**src/rtl/rx_coll_pkg.sv**
```systemverilog
package rx_coll_pkg;

    // Per-cycle request to the tally register
    typedef struct packed {
        logic [1:0] amount;     // 0, 1 or 2 increments this cycle
        logic       hold_zero;  // force the tally to zero
    } step_t;

    // Requested action on the sticky overflow flag
    typedef enum logic [1:0] {
        OVF_KEEP  = 2'd0,
        OVF_SET   = 2'd1,
        OVF_CLEAR = 2'd2
    } ovf_act_e;

    // Number of increment sources active in one cycle
    function automatic logic [1:0] step_amount(input logic evt, input logic test_wr);
        return {1'b0, evt} + {1'b0, test_wr};
    endfunction

endpackage

```
**src/rtl/rx_coll_step.sv**
```systemverilog
module rx_coll_step
    import rx_coll_pkg::*;
(
    input  logic  coll_evt,
    input  logic  reg_wr_en,
    input  logic  test_en,
    input  logic  stop,
    output step_t step
);

    logic test_wr;

    // In test mode, a write counts as an extra increment; otherwise it is dropped
    assign test_wr = reg_wr_en & test_en;

    always_comb begin
        step.hold_zero = stop;
        step.amount    = stop ? 2'd0 : step_amount(coll_evt, test_wr);
    end

endmodule

```
**src/rtl/rx_coll_count.sv**
```systemverilog
module rx_coll_count
    import rx_coll_pkg::*;
#(
    parameter int CNT_W = 16
) (
    input  logic             clk,
    input  logic             rst,
    input  logic             soft_rst,
    input  step_t            step,
    output logic [CNT_W-1:0] count,
    output logic             wrap
);

    localparam int SUM_W = CNT_W + 1;

    logic [SUM_W-1:0] sum;
    logic [CNT_W-1:0] count_nxt;
    logic             past_ok;

    assign sum = {1'b0, count} + SUM_W'(step.amount);

    always_comb begin
        if (step.hold_zero) begin
            count_nxt = '0;
            wrap      = 1'b0;
        end else begin
            count_nxt = sum[CNT_W-1:0];
            wrap      = sum[CNT_W];
        end
    end

    always_ff @(posedge clk) begin
        if (rst || soft_rst) begin
            count <= '0;
        end else begin
            count <= count_nxt;
        end
    end

    always_ff @(posedge clk) begin
        if (rst || soft_rst) past_ok <= 1'b0;
        else                 past_ok <= 1'b1;
    end

    // a single increment from the maximum gives zero
    assert_wrap_zero_R2: assert property (@(posedge clk) disable iff (rst || soft_rst)
        past_ok && $past(step.amount == 2'd1 && !step.hold_zero && count == '1) |-> count == '0);

    // a double increment advances by two, modulo the width
    assert_double_step_R5: assert property (@(posedge clk) disable iff (rst || soft_rst)
        past_ok && $past(step.amount == 2'd2 && !step.hold_zero) |-> count == $past(count) + CNT_W'(2));

    // a stop cycle leaves the tally at zero
    assert_stop_zero_R6: assert property (@(posedge clk) disable iff (rst || soft_rst)
        past_ok && $past(step.hold_zero) |-> count == '0);

endmodule

```
**src/rtl/rx_coll_ovf.sv**
```systemverilog
module rx_coll_ovf
    import rx_coll_pkg::*;
(
    input  logic clk,
    input  logic rst,
    input  logic soft_rst,
    input  logic wrap,
    input  logic clr_wr_en,
    input  logic clr_wr_bit,
    output logic flag
);

    ovf_act_e act;
    logic     past_ok;

    // A wrap on the same edge as a clear keeps the flag set
    always_comb begin
        if (wrap)                         act = OVF_SET;
        else if (clr_wr_en && clr_wr_bit) act = OVF_CLEAR;
        else                              act = OVF_KEEP;
    end

    always_ff @(posedge clk) begin
        if (rst || soft_rst) begin
            flag <= 1'b0;
        end else begin
            unique case (act)
                OVF_SET:   flag <= 1'b1;
                OVF_CLEAR: flag <= 1'b0;
                default:   flag <= flag;
            endcase
        end
    end

    always_ff @(posedge clk) begin
        if (rst || soft_rst) past_ok <= 1'b0;
        else                 past_ok <= 1'b1;
    end

    // a wrap raises the flag on the same edge
    assert_set_on_wrap_R8: assert property (@(posedge clk) disable iff (rst || soft_rst)
        past_ok && $past(wrap) |-> flag);

    // without a clear, the flag stays high
    assert_sticky_R8: assert property (@(posedge clk) disable iff (rst || soft_rst)
        past_ok && $past(flag && !(clr_wr_en && clr_wr_bit)) |-> flag);

    // a write of one clears the flag when no wrap competes
    assert_clear_R9: assert property (@(posedge clk) disable iff (rst || soft_rst)
        past_ok && $past(clr_wr_en && clr_wr_bit && !wrap) |-> !flag);

endmodule

```
**src/rtl/rx_coll_counter.sv**
```systemverilog
module rx_coll_counter
    import rx_coll_pkg::*;
#(
    parameter int CNT_W = 16,
    parameter int REG_W = 32
) (
    input  logic             clk,
    input  logic             rst,
    input  logic             soft_rst,
    input  logic             stop,
    input  logic             test_en,
    input  logic             coll_evt,
    input  logic             reg_wr_en,
    input  logic [REG_W-1:0] reg_wdata,
    output logic [REG_W-1:0] reg_rdata,
    input  logic             ovf_wr_en,
    input  logic             ovf_wr_bit,
    output logic             ovf_flag
);

    step_t            step;
    logic [CNT_W-1:0] count;
    logic             wrap;
    logic             past_ok;
    logic             unused_wdata;

    // Written data is never stored
    assign unused_wdata = ^reg_wdata;

    rx_coll_step u_step (
        .coll_evt  (coll_evt),
        .reg_wr_en (reg_wr_en),
        .test_en   (test_en),
        .stop      (stop),
        .step      (step)
    );

    rx_coll_count #(.CNT_W(CNT_W)) u_count (
        .clk      (clk),
        .rst      (rst),
        .soft_rst (soft_rst),
        .step     (step),
        .count    (count),
        .wrap     (wrap)
    );

    rx_coll_ovf u_ovf (
        .clk        (clk),
        .rst        (rst),
        .soft_rst   (soft_rst),
        .wrap       (wrap),
        .clr_wr_en  (ovf_wr_en),
        .clr_wr_bit (ovf_wr_bit),
        .flag       (ovf_flag)
    );

    assign reg_rdata = REG_W'(count);

    always_ff @(posedge clk) begin
        if (rst || soft_rst) past_ok <= 1'b0;
        else                 past_ok <= 1'b1;
    end

    // a write outside test mode changes nothing
    assert_plain_write_R3: assert property (@(posedge clk) disable iff (rst || soft_rst)
        past_ok && $past(reg_wr_en && !test_en && !coll_evt && !stop)
        |-> reg_rdata == $past(reg_rdata));

    // a test-mode write alone adds exactly one
    assert_test_write_R4: assert property (@(posedge clk) disable iff (rst || soft_rst)
        past_ok && $past(reg_wr_en && test_en && !coll_evt && !stop)
        |-> reg_rdata[CNT_W-1:0] == $past(reg_rdata[CNT_W-1:0]) + CNT_W'(1));

    // stop leaves the overflow flag alone
    assert_stop_keeps_flag_R10: assert property (@(posedge clk) disable iff (rst || soft_rst)
        past_ok && $past(stop && !(ovf_wr_en && ovf_wr_bit)) |-> ovf_flag == $past(ovf_flag));

endmodule

```
**config.mk**
```make
export PLATFORM = sky130hd
export DESIGN_NAME = rx_coll_counter
export DESIGN_NICKNAME = d
export VERILOG_FILES = /design/src/rtl/rx_coll_pkg.sv /design/src/rtl/rx_coll_step.sv /design/src/rtl/rx_coll_count.sv /design/src/rtl/rx_coll_ovf.sv /design/src/rtl/rx_coll_counter.sv
export SDC_FILE = /design/constraint.sdc
export NUM_CORES = 1
export LEC_CHECK = 0
export BUFFER_PORTS_ARGS = -buffer_cell sky130_fd_sc_hd__buf_2
export CORE_UTILIZATION = 36
export CTS_BUF_LIST = sky130_fd_sc_hd__clkbuf_2
export CTS_CLUSTER_SIZE = 8
export DETAILED_ROUTE_END_ITERATION = 16
export MAX_ROUTING_LAYER = met4
export PLACE_DENSITY = 0.76
export SLEW_MARGIN = 20
export SYNTH_ARGS = -nofsm -noshare
export SYNTH_HDL_FRONTEND = slang
export SYNTH_HIERARCHICAL = 1
export SYNTH_SLANG_ARGS = --single-unit
export TNS_END_PERCENT = 100
```
**constraint.sdc**
```tcl
create_clock -name clk -period 2.4 [get_ports clk]
set_input_delay 0.48 -clock clk [delete_from_list [all_inputs] [get_ports clk]]
set_output_delay 0.48 -clock clk [all_outputs]
set_load 0.03 [all_outputs]
```
Word level (Yosys, flattened, before mapping)
Cells that the tools add are included.

storage, ports and cells
  register bits after elaboration = 17
  input bits = 41
  output and inout port bits = 33
  logic and storage cells = 16

operators by class
  add/sub/neg operators = 2
  equality and inequality tests = 2
  multiplexer cells = 5
  bitwise gates (word level) = 1
  reduce and logical (&&, ||, !) cells = 4

operators by type and width
  kind                                                                   number
  16-bit by 2-bit adder with 17-bit output                               1
  2-bit two-way mux                                                      3
  1-bit by 1-bit adder with 2-bit output                                 1
  2-bit by 1-bit equality test with 1-bit output, second input constant  1
  2-bit equality test, second input constant                             1
  1-bit one-hot mux with 2 select lines                                  1
  2-bit nonzero test                                                     1
  2-bit OR reduction                                                     1
  1-bit AND                                                              1
  1-bit logical AND                                                      1
  1-bit logical OR                                                       1
  1-bit two-way mux                                                      1

Depth between registers and ports, before layout
Gate-level depths: netlist of the first run.

  depth in word-level cells = 8
  gate-level depth with buffers = 10
  depth with buffers taken out = 10

Cells and area by module
The synthesis of the first run kept the hierarchy.

by module, submodules not included
  module           instances  cells each  area each (µm²)  sequential area each (µm²)
  rx_coll_count    1          83          739.5            320.3
  rx_coll_counter  1          17          123.9            0.0
  rx_coll_ovf      1          4           38.8             20.0
  rx_coll_step     1          5           38.8             0.0

Worst setup path before layout of the first run
No wires, ideal clock.

  path type = input-to-reg
  start point = input port reg_wr_en
  end point = register u_count.count[14]
  data arrival time = 2453 ps
  slack = -123 ps
  cell stages on the path = 10
  path buffers = 0
  path through = and2_1 ha_1 nor2b_1 ha_1 inv_1 fa_1 and3b_1 nand4_4 or3_1 a21oi_1

RTL lines
  what                  RTL line               text
  from (decl)           rx_coll_counter.sv:13  input logic reg_wr_en,
  to (signal assigned)  rx_coll_count.sv:36    count <= count_nxt;
  to (decl)             rx_coll_count.sv:10    output logic [CNT_W-1:0] count,

==> results.toml, run 1 <==
[timing]
fin_hold_ws_ns = 0.422
fin_worst_skew_ns = 0.0153
finalSetupViolations = 0
tightestPinTransition_ns = 0.545
rsz0062_at_grt = "false"
maxSlewViolCount = 0
clock.fmax_mhz = 436
slew_headroom_pct = 63.6
fin_crit_sh_pct = 95.6
layout_min_cycle_time_ns = 2.29
finalHoldViolations = 0

[routing]
routed_wl_um = 1700
vias_per_cell = 4.62
route.detailed.drc = 0
num_vias = 762
ant_nets = 0
drt_iter0_markers = 2
wl_per_cell_um = 10.3
first_pass_iters = 2

[pwr]
p_per_area_nw_per_um2 = 436
p_leak_nw = 0.478
finalPower_mw = 0.466
ir_drop_uv = 220

[clock_network]
cts_tree = "yes"
clock_path_buffers = 2
cts_sinks = 17
clkSlewWorstSetupHoldPaths_ns = 0.18
clk_latency_ns = 0.30
numCtsBuffers = 3
cts_max_level = 1
clock-root-buffer = "clkbuf_2"

[floorplan]
rows = 18
core_area_um2 = 2480
fp.dieH_um = 53.1
boundaryPins = 74
start_util_pct = 38.0
die_w_um = 53.1
die-area_um2 = 2820

[placed_design]
placed_cell_area_um2 = 1040
dp.cells = 161
gp_congestion = 0.720
hpwl_um = 1310
io_buffers = 25

[grt]
grt_max_degree = 17
grt.busiest_layer = "met2"
grtUsageTotal_pct = 14.5
use_met2_pct = 25.1
met3_usage_pct = 3.74
grt_antenna_before_repair = 0
grt_pass1_vias = 695
globalRouteMet1Util_pct = 15.8
grt.overflow.total = 0
grt_pass1_wl_um = 2900

[cells_and_area]
design_area_um2 = 1070
drive_gt1_share_pct = 29.6
seq_area_um2 = 340
multi_input_area_um2 = 514
syn_to_final_growth_pct = 13.4
final_util_pct = 43.1
fin_nets = 181
fillers = 262
n_antenna_cell = 0
fin_cells = 165

[worst_setup_path]
critPathSlowestCell = "fa_2"
required_ns = 2.65
reg2regPathDepth = 7
critPathCaptureType = "register"
slowest_delay_ns = 0.34
rr_startpoint = "u_count/count[0]"
path_class = "in2reg"
crit_arrival_ns = 2.54
path_max_fanout = 6
crit_chain = "buf_2 > and2_4 > ha_1 > nor2b_1 > ha_2 > inv_2 > fa_2 > and3b_2 > nand4_4 > or3_1 > a21oi_1"
r2r_slack_ns = 0.59
timing.rr.end = "u_count/count[14]"
start_kind = "input port"

[synth]
synth-seq-area-share_pct = 36.2
yosysWarnings = 6
synth_area_um2 = 941
ys_ff_latch = 17
synthCells = 109
avgSynthCellArea_um2 = 8.63
synth_cell_types = 28

[min_path]
hold_path_class = "in2reg"
min_to = "u_ovf/flag"
hold_depth = 3
min_from = "rst"

[run]
max_cap_violations = 0

[outcome]
outcome = "completed"
[cell usage after synthesis]
| cell type | number | area, um^2 |
|---|---|---|
| buf_4 | 17 | 128 |
| dfxtp_1 | 17 | 340 |
| nor2_1 | 10 | 37.5 |
| or3_1 | 7 | 43.8 |
| a21oi_1 | 6 | 30.0 |
| inv_1 | 6 | 22.5 |
| o21ai_0 | 6 | 30.0 |
| xor2_1 | 6 | 52.6 |
| nand3_1 | 4 | 20.0 |
| nand4_1 | 4 | 25.0 |
| nor2b_1 | 4 | 25.0 |
| ha_1 | 3 | 37.5 |
| nand2_1 | 3 | 11.3 |
| clkbuf_1 | 2 | 7.51 |
| a21boi_1 | 1 | 7.51 |
| a21o_1 | 1 | 7.51 |
| and2_1 | 1 | 6.26 |
| and3_2 | 1 | 7.51 |
| and3b_1 | 1 | 8.76 |
| and4_4 | 1 | 11.3 |
| conb_1 | 1 | 3.75 |
| fa_1 | 1 | 20.0 |
| nand4_4 | 1 | 21.3 |
| nor3_1 | 1 | 5.00 |
| nor4b_1 | 1 | 8.76 |
| o21a_1 | 1 | 7.51 |
| or2_2 | 1 | 6.26 |
| xnor2_1 | 1 | 8.76 |
[placed cells by master, fill, tap and decap left out, types with 5 or more instances in the layout]
master and n:
conb_1 16, xor2_1 6, or3_1 7, nor2_1 10, buf_2 25, o21ai_0 6, a21oi_1 6, inv_1 5
dfxtp_1 17
[flip-flops by register name, summed over array words and instances, names as in the netlist]
| name | count |
|---|---|
| u_count/count | 16 |
| u_ovf/flag | 1 |
[report_power, final]
part           internal, mW  switching [mW]  leakage (nW)
combinational       0.00942          0.0432         0.325
sequential            0.283        0.000309         0.137
clock                0.0377          0.0919        0.0164
total                 0.330           0.135         0.478
[worst max-delay path by stage]
stage,cells after the start,end,startpoint
final,11,u_count/count[14],reg_wr_en
after global routing,11,u_count/count[12],reg_wr_en
after CTS,11,u_ovf/flag,reg_wr_en
after detailed placement,11,u_ovf/flag,reg_wr_en
after global placement,11,u_ovf/flag,reg_wr_en
after floorplan,10,u_count/count[14],reg_wr_en
[worst max-delay path: cells and delay by family]
kind / cells / cell delay (ns)
AO/OA/AOI/OAI: 1 / 0.12
adder cells (fa/ha/maj): 3 / 0.78
buffers and inverters: 2 / 0.14
AND/OR/NAND/NOR: 5 / 1.01
[timing repair]
item / CTS / global route
hold buffers: 0 / 0
resized for setup: 0 / 2
setup endpoints to repair: 0 / 2
buffers inserted: 0 / 0
[routing by layer]
layer / vias to the layer above / share of wire [%]
li1: 386 / -
met1: 349 / 44
met2: 25 / 49
met3: 2 / 6.4
met4: 0 / 0.24
met5: - / 0
[stage by stage]
step | worst slack (ns) | setup TNS, ns
final | 0.105 | 0
after global routing | 0.00348 | 0
after CTS | 0.0824 | 0
after detailed placement | -0.235 | -0.784
after global placement | -0.235 | -0.632
after floorplan | -0.0205 | -0.0559
[logic make-up after synthesis]
family,synth area share [%]
other cells,0.399
fa+ha+maj,6.12
compound gates,8.78
flops,36.2
simple gates,25.3
buf+inv,16.8
xor+xnor,6.52
[layout make-up]
type / instances / share of cell area [%]
Inverter: 6 / 2.11
Multi-Input combinational cell: 82 / 48.2
Tap cell: 30 / 3.52
Sequential cell: 17 / 31.9
Clock buffer: 3 / 1.41
Clock inverter: 1 / 0.469
Timing Repair Buffer: 26 / 12.4
(Power assumes the default switching activity.)
==> run 2, diff against run 1 <==
--- a/config.mk
+++ b/config.mk
@@ -6,12 +6,12 @@
 export NUM_CORES = 1
 export LEC_CHECK = 0
 export BUFFER_PORTS_ARGS = -buffer_cell sky130_fd_sc_hd__buf_2
-export CORE_UTILIZATION = 36
+export CORE_UTILIZATION = 43
 export CTS_BUF_LIST = sky130_fd_sc_hd__clkbuf_2
 export CTS_CLUSTER_SIZE = 8
 export DETAILED_ROUTE_END_ITERATION = 16
 export MAX_ROUTING_LAYER = met4
-export PLACE_DENSITY = 0.76
+export PLACE_DENSITY = 0.85
 export SLEW_MARGIN = 20
 export SYNTH_ARGS = -nofsm -noshare
 export SYNTH_HDL_FRONTEND = slang
==> constraint.sdc (replaced) <==
create_clock -name clk -period 2.79 [get_ports clk]
set_input_delay 0.558 -clock clk [delete_from_list [all_inputs] [get_ports clk]]
set_output_delay 0.558 -clock clk [all_outputs]
set_load 0.03 [all_outputs]
==> results.toml, run 2 (synthesis gave the netlist of run 1 again) <==
[pwr]
ir_drop_uv = 307
p_leak_nw = 0.477
p_sw_share_pct = 28.6
p_per_area_nw_per_um2 = 386
clock_power_share_pct = 28.8
seqPwrFrac_pct = 60.3
p_sw_mw = 0.115
finalPower_mw = 0.404
p_int_mw = 0.289
combPwrFrac_pct = 11.0

[timing]
layout_min_cycle_time_ns = 2.49
fin_crit_sh_pct = 89.2
fin_worst_skew_ns = 0.00172
maxSlewViolCount = 0
finalSetupViolations = 0
fin_hold_ws_ns = 0.475
clock.fmax_mhz = 402
finalHoldViolations = 0
rsz0062_at_grt = "false"
setup_tns_ns = 0
slew_headroom_pct = 64.0
tightestPinTransition_ns = 0.540

[grt]
grt_pass1_wl_um = 2940
grt_max_degree = 17
grt.overflow.total = 0
grt_antenna_before_repair = 0
grt_pass1_vias = 705
grtUsageTotal_pct = 16.3

[floorplan]
die_w_um = 48.8
fp.dieH_um = 48.8
die-area_um2 = 2380
start_util_pct = 47.0
core_area_um2 = 2000
boundaryPins = 74
rows = 16

[min_path]
hold_path_class = "in2reg"
min_to = "u_ovf/flag"
hold_depth = 3
min_from = "rst"

[cells_and_area]
top_register = "u_count/count"
largest_reg_flops = 16
n_antenna_cell = 0
fin_nets = 181
design_area_um2 = 1050
multi_input_area_um2 = 499
seq_area_um2 = 340
reg_top3 = "u_count/count: 16 flops, u_ovf/flag: 1 flops"
final_util_pct = 52.4
syn_to_final_growth_pct = 11.4
fillers = 213
drive_gt1_share_pct = 25.2
final_common_cell = "buf_2"
layout_common_cells = "buf_2 (25), dfxtp_1 (17), conb_1 (16)"

[worst_setup_path]
start_kind = "input port"
critPathCaptureType = "register"
timing.rr.end = "u_count/count[14]"
crit_arrival_ns = 2.73
reg2regPathDepth = 7
path_max_fanout = 5
rr_startpoint = "u_count/count[0]"
required_ns = 3.03
path_class = "in2reg"
r2r_slack_ns = 0.84

[clock_network]
clk_latency_ns = 0.30
clock-root-buffer = "clkbuf_2"
cts_setup_buffers = 0
cts.hold.buffers_added = 0
cts_tree = "yes"
cts_sinks = 17
post_cts_resized = 0
clock_path_buffers = 2
cts_max_level = 1
clkSlewWorstSetupHoldPaths_ns = 0.16
numCtsBuffers = 3

[routing]
route.detailed.drc = 0
met2_length_um = 929
num_vias = 800
topRoutingLayerUsed = "met4"
first_pass_iters = 4
wl_per_cell_um = 11.1
vias_per_cell = 4.94
wl_met1_um = 731
routed_wl_um = 1790
ant_nets = 0
drt_iter0_markers = 13
wl_met3_um = 97

[placed_design]
gp_congestion = 0.692
placed_cell_area_um2 = 1030
hpwl_um = 1320
io_buffers = 25

[run]
max_cap_violations = 0

[outcome]
outcome = "completed"
[run 2: layer usage]
layer	GRT usage [%]	vias to the layer above
met5	-	-
met1	17.7	376
met3	3.12	6
met4	7.84	0
met2	28.5	33
li1	-	385
[run 2: how the worst max path moves through the flow]
stage,cells past startpoint,start,endpoint,slack [ns]
floorplan,10,reg_wr_en,u_count/count[14],0.19
global placement,11,reg_wr_en,u_count/count[12],0.02
detailed placement,11,reg_wr_en,u_count/count[12],-0.01
CTS,11,reg_wr_en,u_count/count[12],0.30
global route,11,reg_wr_en,u_count/count[12],0.19
finish,11,reg_wr_en,u_count/count[14],0.30
[run 2: area by class of cell]
type,instances,area share [%]
Sequential cell,17,32.5
Tap cell,27,3.22
Inverter,6,2.15
Timing Repair Buffer,26,12.6
Clock buffer,4,1.91
Multi-Input combinational cell,82,47.6
[run 2: through the flow]
step,setup WS [ns],std cells
final,0.300,162
after global routing,0.189,162
after CTS,0.298,162
after detailed placement,-0.0129,158
after global placement,0.0211,158
after floorplan,0.189,124
[run 2: worst max-delay path: stages]
cell     delay (ns)
buf_2          0.09
and2_1         0.14
ha_1           0.26
nor2b_1        0.13
ha_1           0.17
inv_1          0.06
fa_1           0.39
and3b_1        0.28
nand4_4        0.13
or3_1          0.37
a21oi_1        0.15
[run 2: power groups by stage]
stage               logic (mW)  clock network (mW)  registers, mW
finish                  0.0443               0.116          0.244
CTS                     0.0442               0.116          0.244
floorplan               0.0540                   0          0.250
global placement        0.0437                   0          0.249
global route            0.0476               0.124          0.244
detailed placement      0.0440                   0          0.249
==> run 3, diff against run 2 <==
--- a/config.mk
+++ b/config.mk
@@ -12,6 +12,7 @@
 export DETAILED_ROUTE_END_ITERATION = 16
 export MAX_ROUTING_LAYER = met4
 export PLACE_DENSITY = 0.85
+export REMOVE_ABC_BUFFERS = 1
 export SLEW_MARGIN = 20
 export SYNTH_ARGS = -nofsm -noshare
 export SYNTH_HDL_FRONTEND = slang
==> results.toml, run 3 (synthesis gave the netlist of run 1 again) <==
[outcome]
outcome = "completed"

[pwr]
combPwrFrac_pct = 11.1
seqPwrFrac_pct = 60.8
clock_power_share_pct = 28.1
p_sw_share_pct = 27.9
ir_drop_uv = 213
p_int_mw = 0.289
p_leak_nw = 0.477
p_sw_mw = 0.112
p_per_area_nw_per_um2 = 382
finalPower_mw = 0.401

[timing]
finalHoldViolations = 0
fin_crit_sh_pct = 90.0
clock.fmax_mhz = 398
layout_min_cycle_time_ns = 2.51
finalSetupViolations = 0
maxSlewViolCount = 0
rsz0062_at_grt = "false"
slew_headroom_pct = 66.0
fin_hold_ws_ns = 0.512
tightestPinTransition_ns = 0.510
finalWorstSetupSlack_ns = 0.278
fin_worst_skew_ns = 0.00313

[worst_setup_path]
crit_arrival_ns = 2.74
critPathSlowestCell = "fa_1"
slowest_delay_ns = 0.40
rr_startpoint = "u_count/count[0]"
start_kind = "input port"
crit_chain = "buf_2 > and2_1 > ha_1 > nor2b_1 > ha_1 > inv_1 > fa_1 > and3b_1 > nand4_4 > or3_1 > a21oi_1"
required_ns = 3.01
reg2regPathDepth = 7
critPathCaptureType = "register"
path_class = "in2reg"
r2r_slack_ns = 0.83
cp_num_buf_inv = 2
path_max_fanout = 5
crit_top_cell = "ha_1"
crit_family = "simple AND/OR/NAND/NOR gates"
timing.rr.end = "u_count/count[12]"

[placed_design]
dp.cells = 158
io_buffers = 25
gp_congestion = 0.682
hpwl_um = 1410
dp_slack_ns = -0.0322

[clock_network]
clock_path_buffers = 2
post_cts_resized = 0
numCtsBuffers = 3
cts.hold.buffers_added = 0
clkSlewWorstSetupHoldPaths_ns = 0.16
clk_latency_ns = 0.28
cts_max_level = 1
cts_setup_buffers = 0
cts_tree = "yes"
cts_sinks = 17
clock-root-buffer = "clkbuf_2"

[grt]
met3_usage_pct = 3.74
grt_max_degree = 17
use_met2_pct = 29.4
globalRouteMet1Util_pct = 15.5
grtUsageTotal_pct = 16.0
grt_pass1_wl_um = 2870
grt.overflow.total = 0
grt.busiest_layer = "met2"
grt_antenna_before_repair = 0
grt_pass1_vias = 734

[cells_and_area]
reg_top3 = "u_count/count: 16 flops, u_ovf/flag: 1 flops"
fin_nets = 181
syn_to_final_growth_pct = 11.4
layout_common_cells = "buf_2 (25), dfxtp_1 (17), conb_1 (16)"
final_common_cell = "buf_2"
fillers = 201
fin_cells = 162
top_register = "u_count/count"
n_antenna_cell = 0
multi_input_area_um2 = 499
seq_area_um2 = 340
drive_gt1_share_pct = 25.2
largest_reg_flops = 16

[run]
max_cap_violations = 0

[floorplan]
core_area_um2 = 2000
fp.dieH_um = 48.8
rows = 16
boundaryPins = 74
die_w_um = 48.8
die-area_um2 = 2380
start_util_pct = 47.0

[routing]
first_pass_iters = 4
vias_per_cell = 4.90
wl_per_cell_um = 11.1
routed_wl_um = 1800
num_vias = 793
drt_iter0_markers = 11
ant_nets = 0
route.detailed.drc = 0

[min_path]
hold_path_class = "in2reg"
min_from = "rst"
hold_depth = 3
min_to = "u_ovf/flag"
-- run 3: cell counts in the layout (fill, tap and decap cells not counted) --
No cell type changed its count.
-- run 3: how the worst max path moves through the flow --
stage	from	endpoint	slack, ns	depth (start not counted)
after floorplan	reg_wr_en	u_count/count[12]	0.19	10
after global placement	reg_wr_en	u_count/count[12]	0.04	11
after detailed placement	reg_wr_en	u_count/count[12]	-0.03	11
after CTS	reg_wr_en	u_count/count[12]	0.28	11
after global routing	reg_wr_en	u_count/count[14]	0.16	11
final	reg_wr_en	u_count/count[12]	0.28	11
-- run 3: area by class of cell --
cell class              instances  area share, %
repair buffers                 26           12.6
multi-input cells              82           47.6
well taps                      27           3.22
clock buffers                   4           1.91
inverters                       6           2.15
flip-flops and latches         17           32.5
-- run 3: power by group through the flow --
stage / logic (mW) / clock network, mW / registers, mW
after floorplan: 0.0349 / 0 / 0.250
after global placement: 0.0434 / 0 / 0.249
after detailed placement: 0.0443 / 0 / 0.249
after CTS: 0.0444 / 0.119 / 0.244
after global routing: 0.0482 / 0.131 / 0.244
final: 0.0446 / 0.113 / 0.244
-- run 3: worst min-delay path, cell delays in order --
cell	delay [ns]
buf_2	0.09
nor2_1	0.03
o21a_1	0.09
-- run 3: metal layers --
| metal | part of all wire [%] | vias to the layer above |
|---|---|---|
| met5 | 0 | - |
| met1 | 41 | 375 |
| met4 | 0 | 0 |
| met2 | 54 | 33 |
| met3 | 5.2 | 0 |
| li1 | - | 385 |
-- run 3: metrics by stage --
step                      cell area [um^2]  TNS [ns]  util (%)
after floorplan                        862         0         -
after global placement                1030         0      51.4
after detailed placement              1030   -0.0585      51.4
after CTS                             1050         0      52.4
after global routing                  1050         0      52.4
final                                 1050         0      52.4
